==> src/rtl/rf_pkg.sv <==
package rf_pkg;
  typedef enum logic {
    PH_RD = 1'b0,
    PH_WR = 1'b1
  } phase_e;
endpackage

==> src/rtl/rf_phase_ctrl.sv <==
module rf_phase_ctrl
  import rf_pkg::*;
(
  input  logic   clk_i,
  input  logic   rst_ni,
  output phase_e phase_o
);
  phase_e phase_q;

  always_ff @(posedge clk_i or negedge rst_ni) begin
    if (!rst_ni) phase_q <= PH_RD;
    else         phase_q <= (phase_q == PH_RD) ? PH_WR : PH_RD;
  end

  assign phase_o = phase_q;
endmodule

==> src/rtl/rf_wr_stage.sv <==
module rf_wr_stage #(
  parameter int AW = 5,
  parameter int DW = 32
) (
  input  logic          clk_i,
  input  logic          rst_ni,
  input  logic          cap_i,     // read edge: capture request
  input  logic          commit_i,  // write edge: allow commit
  input  logic          wr_en_i,
  input  logic [AW-1:0] wr_addr_i,
  input  logic [DW-1:0] wr_data_i,
  output logic          strobe_o,
  output logic [AW-1:0] addr_o,
  output logic [DW-1:0] data_o
);
  logic          pend_q;
  logic [AW-1:0] addr_q;
  logic [DW-1:0] data_q;

  always_ff @(posedge clk_i or negedge rst_ni) begin
    if (!rst_ni) begin
      pend_q <= 1'b0;
      addr_q <= '0;
      data_q <= '0;
    end else if (cap_i) begin
      pend_q <= wr_en_i;
      addr_q <= wr_addr_i;
      data_q <= wr_data_i;
    end
  end

  assign strobe_o = pend_q & commit_i;
  assign addr_o   = addr_q;
  assign data_o   = data_q;
endmodule

==> src/rtl/rf_array.sv <==
module rf_array #(
  parameter int DEPTH = 32,
  parameter int DW    = 32,
  localparam int AW   = $clog2(DEPTH)
) (
  input  logic          clk_i,
  input  logic          rst_ni,
  input  logic          rd_en_i,
  input  logic [AW-1:0] rd_addr_a_i,
  input  logic [AW-1:0] rd_addr_b_i,
  output logic [DW-1:0] rd_data_a_o,
  output logic [DW-1:0] rd_data_b_o,
  input  logic          wr_en_i,
  input  logic [AW-1:0] wr_addr_i,
  input  logic [DW-1:0] wr_data_i
);
  logic [DW-1:0] mem_q [DEPTH];
  logic [DW-1:0] rda_q, rdb_q;

  always_ff @(posedge clk_i or negedge rst_ni) begin
    if (!rst_ni) begin
      for (int i = 0; i < DEPTH; i++) mem_q[i] <= '0;
    end else if (wr_en_i) begin
      mem_q[wr_addr_i] <= wr_data_i;
    end
  end

  always_ff @(posedge clk_i or negedge rst_ni) begin
    if (!rst_ni) begin
      rda_q <= '0;
      rdb_q <= '0;
    end else if (rd_en_i) begin
      rda_q <= mem_q[rd_addr_a_i];
      rdb_q <= mem_q[rd_addr_b_i];
    end
  end

  assign rd_data_a_o = rda_q;
  assign rd_data_b_o = rdb_q;


  one_access_chk: assert property (@(posedge clk_i) disable iff (!rst_ni)
    $onehot0({rd_en_i, wr_en_i}));


  commit_lands_chk: assert property (@(posedge clk_i) disable iff (!rst_ni)
    wr_en_i |=> mem_q[$past(wr_addr_i)] == $past(wr_data_i));


  rd_hold_chk: assert property (@(posedge clk_i) disable iff (!rst_ni)
    !rd_en_i |=> $stable(rda_q) && $stable(rdb_q));
endmodule

==> src/rtl/rf_2r1w_phased.sv <==
module rf_2r1w_phased
  import rf_pkg::*;
#(
  parameter int  DEPTH = 32,
  parameter int  WIDTH = 32,
  localparam int AW    = $clog2(DEPTH)
) (
  input  logic             clk_i,
  input  logic             rst_ni,
  output logic             phase_o,
  input  logic [AW-1:0]    rd_addr_a_i,
  output logic [WIDTH-1:0] rd_data_a_o,
  input  logic [AW-1:0]    rd_addr_b_i,
  output logic [WIDTH-1:0] rd_data_b_o,
  input  logic             wr_en_i,
  input  logic [AW-1:0]    wr_addr_i,
  input  logic [WIDTH-1:0] wr_data_i
);
  phase_e           phase;
  logic             rd_phase, wr_phase;
  logic             wr_strobe;
  logic [AW-1:0]    wr_addr;
  logic [WIDTH-1:0] wr_data;

  rf_phase_ctrl u_phase (
    .clk_i  (clk_i),
    .rst_ni (rst_ni),
    .phase_o(phase)
  );

  assign rd_phase = (phase == PH_RD);
  assign wr_phase = (phase == PH_WR);
  assign phase_o  = phase;

  rf_wr_stage #(.AW(AW), .DW(WIDTH)) u_wr (
    .clk_i    (clk_i),
    .rst_ni   (rst_ni),
    .cap_i    (rd_phase),
    .commit_i (wr_phase),
    .wr_en_i  (wr_en_i),
    .wr_addr_i(wr_addr_i),
    .wr_data_i(wr_data_i),
    .strobe_o (wr_strobe),
    .addr_o   (wr_addr),
    .data_o   (wr_data)
  );

  rf_array #(.DEPTH(DEPTH), .DW(WIDTH)) u_array (
    .clk_i      (clk_i),
    .rst_ni     (rst_ni),
    .rd_en_i    (rd_phase),
    .rd_addr_a_i(rd_addr_a_i),
    .rd_addr_b_i(rd_addr_b_i),
    .rd_data_a_o(rd_data_a_o),
    .rd_data_b_o(rd_data_b_o),
    .wr_en_i    (wr_strobe),
    .wr_addr_i  (wr_addr),
    .wr_data_i  (wr_data)
  );


  wr_in_wr_phase_chk: assert property (@(posedge clk_i) disable iff (!rst_ni)
    wr_strobe |-> phase == PH_WR);


  out_hold_chk: assert property (@(posedge clk_i) disable iff (!rst_ni)
    (phase == PH_WR) |=> $stable(rd_data_a_o) && $stable(rd_data_b_o));
endmodule

==> config.mk <==
export PLATFORM = sky130hd
export DESIGN_NAME = rf_2r1w_phased
export DESIGN_NICKNAME = d
export VERILOG_FILES = /design/src/rtl/rf_pkg.sv /design/src/rtl/rf_phase_ctrl.sv /design/src/rtl/rf_wr_stage.sv /design/src/rtl/rf_array.sv /design/src/rtl/rf_2r1w_phased.sv
export SDC_FILE = /design/constraint.sdc
export NUM_CORES = 2
export LEC_CHECK = 0
export BUFFER_PORTS_ARGS = -buffer_cell sky130_fd_sc_hd__buf_2
export CORE_UTILIZATION = 45
export DETAILED_ROUTE_END_ITERATION = 10
export GPL_ROUTABILITY_DRIVEN = 0
export PLACE_DENSITY = 0.7
export SLEW_MARGIN = 20
export SYNTH_ARGS = -nofsm -noshare
export SYNTH_HDL_FRONTEND = slang
export SYNTH_HIERARCHICAL = 1
export SYNTH_SLANG_ARGS = --single-unit
==> constraint.sdc <==
create_clock -name clk_i -period 2.81 [get_ports clk_i]
set_clock_uncertainty 0.15 [all_clocks]
set_input_delay 0.4215 -clock clk_i [delete_from_list [all_inputs] [get_ports clk_i]]
set_output_delay 0.4215 -clock clk_i [all_outputs]
set_load 0.01 [all_outputs]
==> Word level (Yosys, flattened, before mapping) <==
Index checks and enable logic that the tools add are counted.
{ "classes": {"reduce_logical": 1, "n_lt_le_gt_ge": 4, "mux": 10, "bitwise_logic": 4} }
{ "ops": {"columns": ["operator", "n"], "rows": [
  ["$bwmux 1024", 1],
  ["$bmux 32 s5", 2],
  ["$demux 32 s5", 1],
  ["$mux 32", 5],
  ["$ge 6x6->1 const B", 3],
  ["$not 5->6", 3],
  ["$lt 6x1->1 const B", 1],
  ["$and 1x1->1", 1],
  ["$logic_and 1x1->1", 1],
  ["$mux 1", 1]
]} }
{ "totals": {"inputBits": 50, "register_bits": 1127, "word_cells": 57, "out_inout_bits": 65} }

==> Longest topological paths before layout <==
{ "logic_depth": {"ltp_word": 6, "ltp_mapped": 8, "ltp_nobuf": 5} }

==> By module <==
The synthesis kept the hierarchy.
{ "by_module_without_submodules": {"columns": ["mod", "area_per_inst_um2", "seq_area_each_um2", "cells_per_inst", "instances"], "rows": [
  ["rf_array", 58031.9, 27226.1, 4548, 1],
  ["rf_wr_stage", 1498.9, 950.9, 81, 1],
  ["rf_phase_ctrl", 28.8, 25.0, 2, 1],
  ["rf_2r1w_phased", 3.8, 0.0, 1, 1]
]} }

==> Least setup slack after synthesis <==
OpenSTA, ideal clock, no wires.
{ "synth_path": {"path_kind": "register -> register", "startpoint": "register u_phase.phase_q (netlist: u_phase/phase_o)", "endpoint": "register u_array/mem_q[613] (netlist name)", "stages_incl_launch_ff": 6, "path_slack_ns": 0.650, "n_path_buf": 1, "arrival_time_ns": 1.885, "required_ns": 2.535, "synth_period_minus_slack_ns": 2.160, "setup_ns": 0.125, "cell_sequence": "dfrtp_1 -> and2_1 -> or3b_2 -> nor2_4 -> buf_6 -> mux2_2"} }
{ "synth_via": {"elab_chain_len": 1} }
{ "synth_rtl": {"columns": ["element", "line", "rtl"], "rows": [
  ["start, declared", "rf_phase_ctrl.sv:8", "phase_e phase_q;"],
  ["start signal, assigned", "rf_phase_ctrl.sv:12", "else phase_q <= (phase_q == PH_RD) ? PH_WR : PH_RD;"],
  ["$and 1x1->1", "rf_wr_stage.sv:32", "assign strobe_o = pend_q & commit_i;"],
  ["net wr_strobe", "rf_2r1w_phased.sv:21", "logic wr_strobe;"],
  ["end signal, assigned by index", "rf_array.sv:24", "mem_q[wr_addr_i] <= wr_data_i;"],
  ["end, declared", "rf_array.sv:17", "logic [DW-1:0] mem_q [DEPTH];"]
]} }
The timed path passes the listed nets, and every way through them passes these cells.
A chain may end at the register's enable or synchronous reset.

==> Worst setup path in the final report <==
{ "layout_path": {"startpoint": "register u_wr.addr_q[2] (netlist: u_wr/addr_o[2])", "endpoint": "register u_array/mem_q[915] (netlist name)"} }
{ "layout_via": {"elab_chain_len": 6, "word_cells_on_any_way": 7, "classes_between": "order compare (2); mux (3); bitwise (1); reduce/logical (1)"} }
{ "layout_rtl": {"columns": ["element", "line", "rtl"], "rows": [
  ["start, declared", "rf_wr_stage.sv:17", "logic [AW-1:0] addr_q;"],
  ["start signal, assigned", "rf_wr_stage.sv:27", "addr_q <= wr_addr_i;"],
  ["$not 5->6 (not written as such) (*)", "rf_array.sv:24", null],
  ["$ge 6x6->1 (not written as such) / $lt 6x1->1 (equally long branches)", "rf_array.sv:24", null],
  ["$logic_and 1x1->1 (not written as such)", "rf_array.sv:24", null],
  ["$mux 32 (not written as such)", "rf_array.sv:24", null],
  ["$demux 32 s5 (*)", "rf_array.sv:24", null],
  ["$bwmux 1024 (*)", "rf_array.sv:24", null]
]} }
Mark *: on every way between the ends. The rest lies on a longest branch, timed or not.

==> flow_metrics.py <==
metrics = {
    "pwr": {
        "power_switching_mw": 11.6,
        "ir_worst_vdd_mv": 0.502,
        "power_density_nw_per_um2": 624,
        "combPwrFrac_pct": 15.5,
        "power_leakage_nw": 32.7,
        "power_frac_seq_pct": 45.9,
        "sw_frac_of_total_pct": 27.1,
        "pwr-share-clk_pct": 38.6,
        "p_int_mw": 31.2,
    },
    "status": {
        "status": "finished, final reports clean",
    },
    "floorplan": {
        "dieArea_um2": 134000,
        "start_util_pct": 45.3,
        "die_w_um": 366,
        "io_pins": 115,
        "fp-row-count": 133,
        "coreArea_um2": 131000,
        "fp.dieH_um": 366,
    },
    "worst_hold_path": {
        "min_path_type": "in2async",
    },
    "routing": {
        "drc_errors": 0,
        "dr_total_vias": 41800,
        "vias_per_cell": 6.32,
        "ant_nets": 0,
        "drt_wl_total_mm": 189,
        "wl_per_cell_um": 28.6,
        "firstDrtPassIters": 8,
        "drtIter0Drc": 3880,
    },
    "setup_path": {
        "path_cells": "nor3_1 -> nand2_4 -> buf_12 -> mux2_2",
        "slowest_stage": "nor3_1",
        "cp-start-kind": "flop",
        "arrival_ns": 3.05,
        "end_kind": "flop",
        "critPathKind": "reg2reg",
        "cpPeakStageDelay_ns": 0.78,
        "cp_data_required_time_ns": 3.29,
        "reg2reg_depth": 4,
        "cp_max_fo": 14,
    },
    "global_route": {
        "grt_pass1_wl_mm": 283,
        "grt_start_max_net_pins": 83,
        "antenna_found_initial": 5,
        "grt.overflow.total": 0,
        "grt_usage_pct": 27.9,
        "grt_pass1_vias": 42500,
    },
    "synth": {
        "yosysUniqueCellTypes": 29,
        "seq_area_frac_synth_pct": 47.3,
        "synth_seq_cells": 1127,
        "yosys_warnings": 6,
        "synth_cells": 4632,
        "synth_nets": 4682,
        "netlist_area_um2": 59600,
        "syn_avg_cell_area_um2": 12.9,
    },
    "placement": {
        "hpwlAfterDp_mm": 114,
        "placed_area_um2": 64000,
        "port_buffers": 114,
    },
    "layout": {
        "final_common_cell": "dfrtp_1",
        "layout_common_cells": "1,125 x dfrtp_1, 1,097 x mux2_2, 1,024 x mux2i_1, 512 x a22oi_1, 256 x a21oi_1",
        "finalNetCount": 4806,
        "fin_util_pct": 52.1,
        "diodes": 0,
        "fillers": 11200,
        "seqCellArea_um2": 28200,
        "multi_input_area_um2": 29100,
        "syn_to_final_growth_pct": 14.9,
        "drive_gt1_share_pct": 36.8,
        "final_cell_area_um2": 68500,
    },
    "sta": {
        "fmax_mhz": 389,
        "slew_violations": 0,
        "rsz0062_at_grt": "false",
        "period_minus_slack_ns": 2.57,
        "setup_viol": 0,
        "tightest_slew_ns": 1.11,
        "tns_ns": 0,
        "slew_headroom_pct": 25.9,
        "finalCritPeriodShare_pct": 91.4,
        "finalHoldViolCount": 0,
    },
    "clock_network": {
        "root_buffer": "clkbuf_16",
        "cts.sinks": 1127,
        "cts_tree": "built",
        "cts_buffers": 119,
        "clk_path_buf_depth": 3,
        "cts.clk_slew.worst_paths_ns": 0.06,
        "worstSkewPairLatency_ns": 0.75,
        "cts_max_level": 3,
    },
    "run": {
        "max-cap-violations": 0,
    },
}
==> final timing paths <==
kind / endpoint / slack [ns] / startpoint
max: u_array/mem_q[915]$_DFFE_PN0P_ / 0.24 / u_wr/addr_o[2]$_DFFE_PN0P_
min in group clk_i: u_wr/data_o[1]$_DFFE_PN0P_ / 0.29 / wr_data_i[1]
min: u_array/mem_q[504]$_DFFE_PN0P_ / 0.09 / rst_ni
max in group asynchronous: u_array/mem_q[460]$_DFFE_PN0P_ / 1.44 / rst_ni
min reg2reg: u_array/rd_data_a_o[15]$_DFFE_PN0P_ / 0.35 / u_array/rd_data_a_o[15]$_DFFE_PN0P_
max reg2reg: u_array/mem_q[915]$_DFFE_PN0P_ / 0.24 / u_wr/addr_o[2]$_DFFE_PN0P_
==> synth_stat cells (all sizes together) <==
master  instances  area (um^2)
a21oi         256         1280
nor4           64          400
nand3b          4         30.0
mux2         1126        12800
inv             2         7.51
nand2          19         71.3
and3b           1         8.76
nand3           2         10.0
buf           258         1720
dfrtp        1127        28200
a22oi         512         3840
nand2b          4         25.0
nor3b           4         30.0
clkbuf        197          743
mux2i        1024        10200
nor3            1         5.00
nor2           19          101
or3b            1         8.76
and2            3         18.8
and3            1         6.26
nor2b           4         25.0
or2             3         18.8
==> metrics by stage <==
| step | hold WS, ns | setup WS, ns | cells | power (mW) |
|---|---|---|---|---|
| 2_1_floorplan | -0.0241 | 0.650 | 4632 | 23.9 |
| 3_3_place_gp | 0.262 | 0.0816 | 6351 | 26.1 |
| 3_5_place_dp | 0.253 | 0.0131 | 6351 | 26.4 |
| 4_1_cts | 0.0613 | 0.260 | 6608 | 42.9 |
| 5_1_grt | 0.0860 | 0.143 | 6608 | 44.4 |
| 6_report | 0.0876 | 0.241 | 6608 | 42.7 |
==> power by group through the flow <==
stage | clock, mW | sequential, mW | combinational, mW
2_1_floorplan | 0 | 19.3 | 4.55
3_3_place_gp | 0 | 19.8 | 6.36
3_5_place_dp | 0 | 19.9 | 6.51
4_1_cts | 16.7 | 19.6 | 6.59
5_1_grt | 17.4 | 19.9 | 7.09
6_report | 16.5 | 19.6 | 6.61
==> per-layer routing <==
metal	part of all wire (%)	wire length, um	track usage (%)
met5	0.0069	13	0
met4	4.4	8300	11.9
met3	7.8	14700	5.55
met2	46	86800	43.5
met1	42	79400	37.7
==> cell type report <==
| cell class | instances | share of cell area [%] |
|---|---|---|
| Clock buffer | 176 | 5.18 |
| Sequential cell | 1127 | 41.2 |
| Inverter | 2 | 0.0183 |
| Timing Repair Buffer | 458 | 7.06 |
| Tap cell | 1755 | 3.21 |
| Clock inverter | 42 | 0.777 |
| Multi-Input combinational cell | 3048 | 42.6 |
==> what timing repair did <==
action	in CTS	in global routing
hold buffers	39	0
hold endpoints to repair	638	0
setup buffers	0	0
resized for setup	1	0
endpoints found under the setup margin	1	0
==> worst max-delay path, delay by kind of cell, from the launching register on <==
kind,cells,cell delay (ns)
buffers and inverters,1,0.31
DFF,1,0.46
muxes,1,0.28
and+or+nand+nor,2,1.20
==> state kept, by name, summed over array words and instances (netlist names) <==
| name | cells |
|---|---|
| u_array/mem_q | 1024 |
| u_array/rd_data_a_o | 32 |
| u_array/rd_data_b_o | 32 |
| u_phase/phase_o | 1 |
| u_wr/addr_o | 5 |
| u_wr/data_o | 32 |
| u_wr/pend_q | 1 |
==> cell families after synthesis <==
family	after synthesis	synth area share (%)
simple gates	130	1.28
mux	2150	38.6
compound gates	768	8.60
flops	1127	47.3
buf+inv	457	4.15
Power figures use the tool's default switching activity.
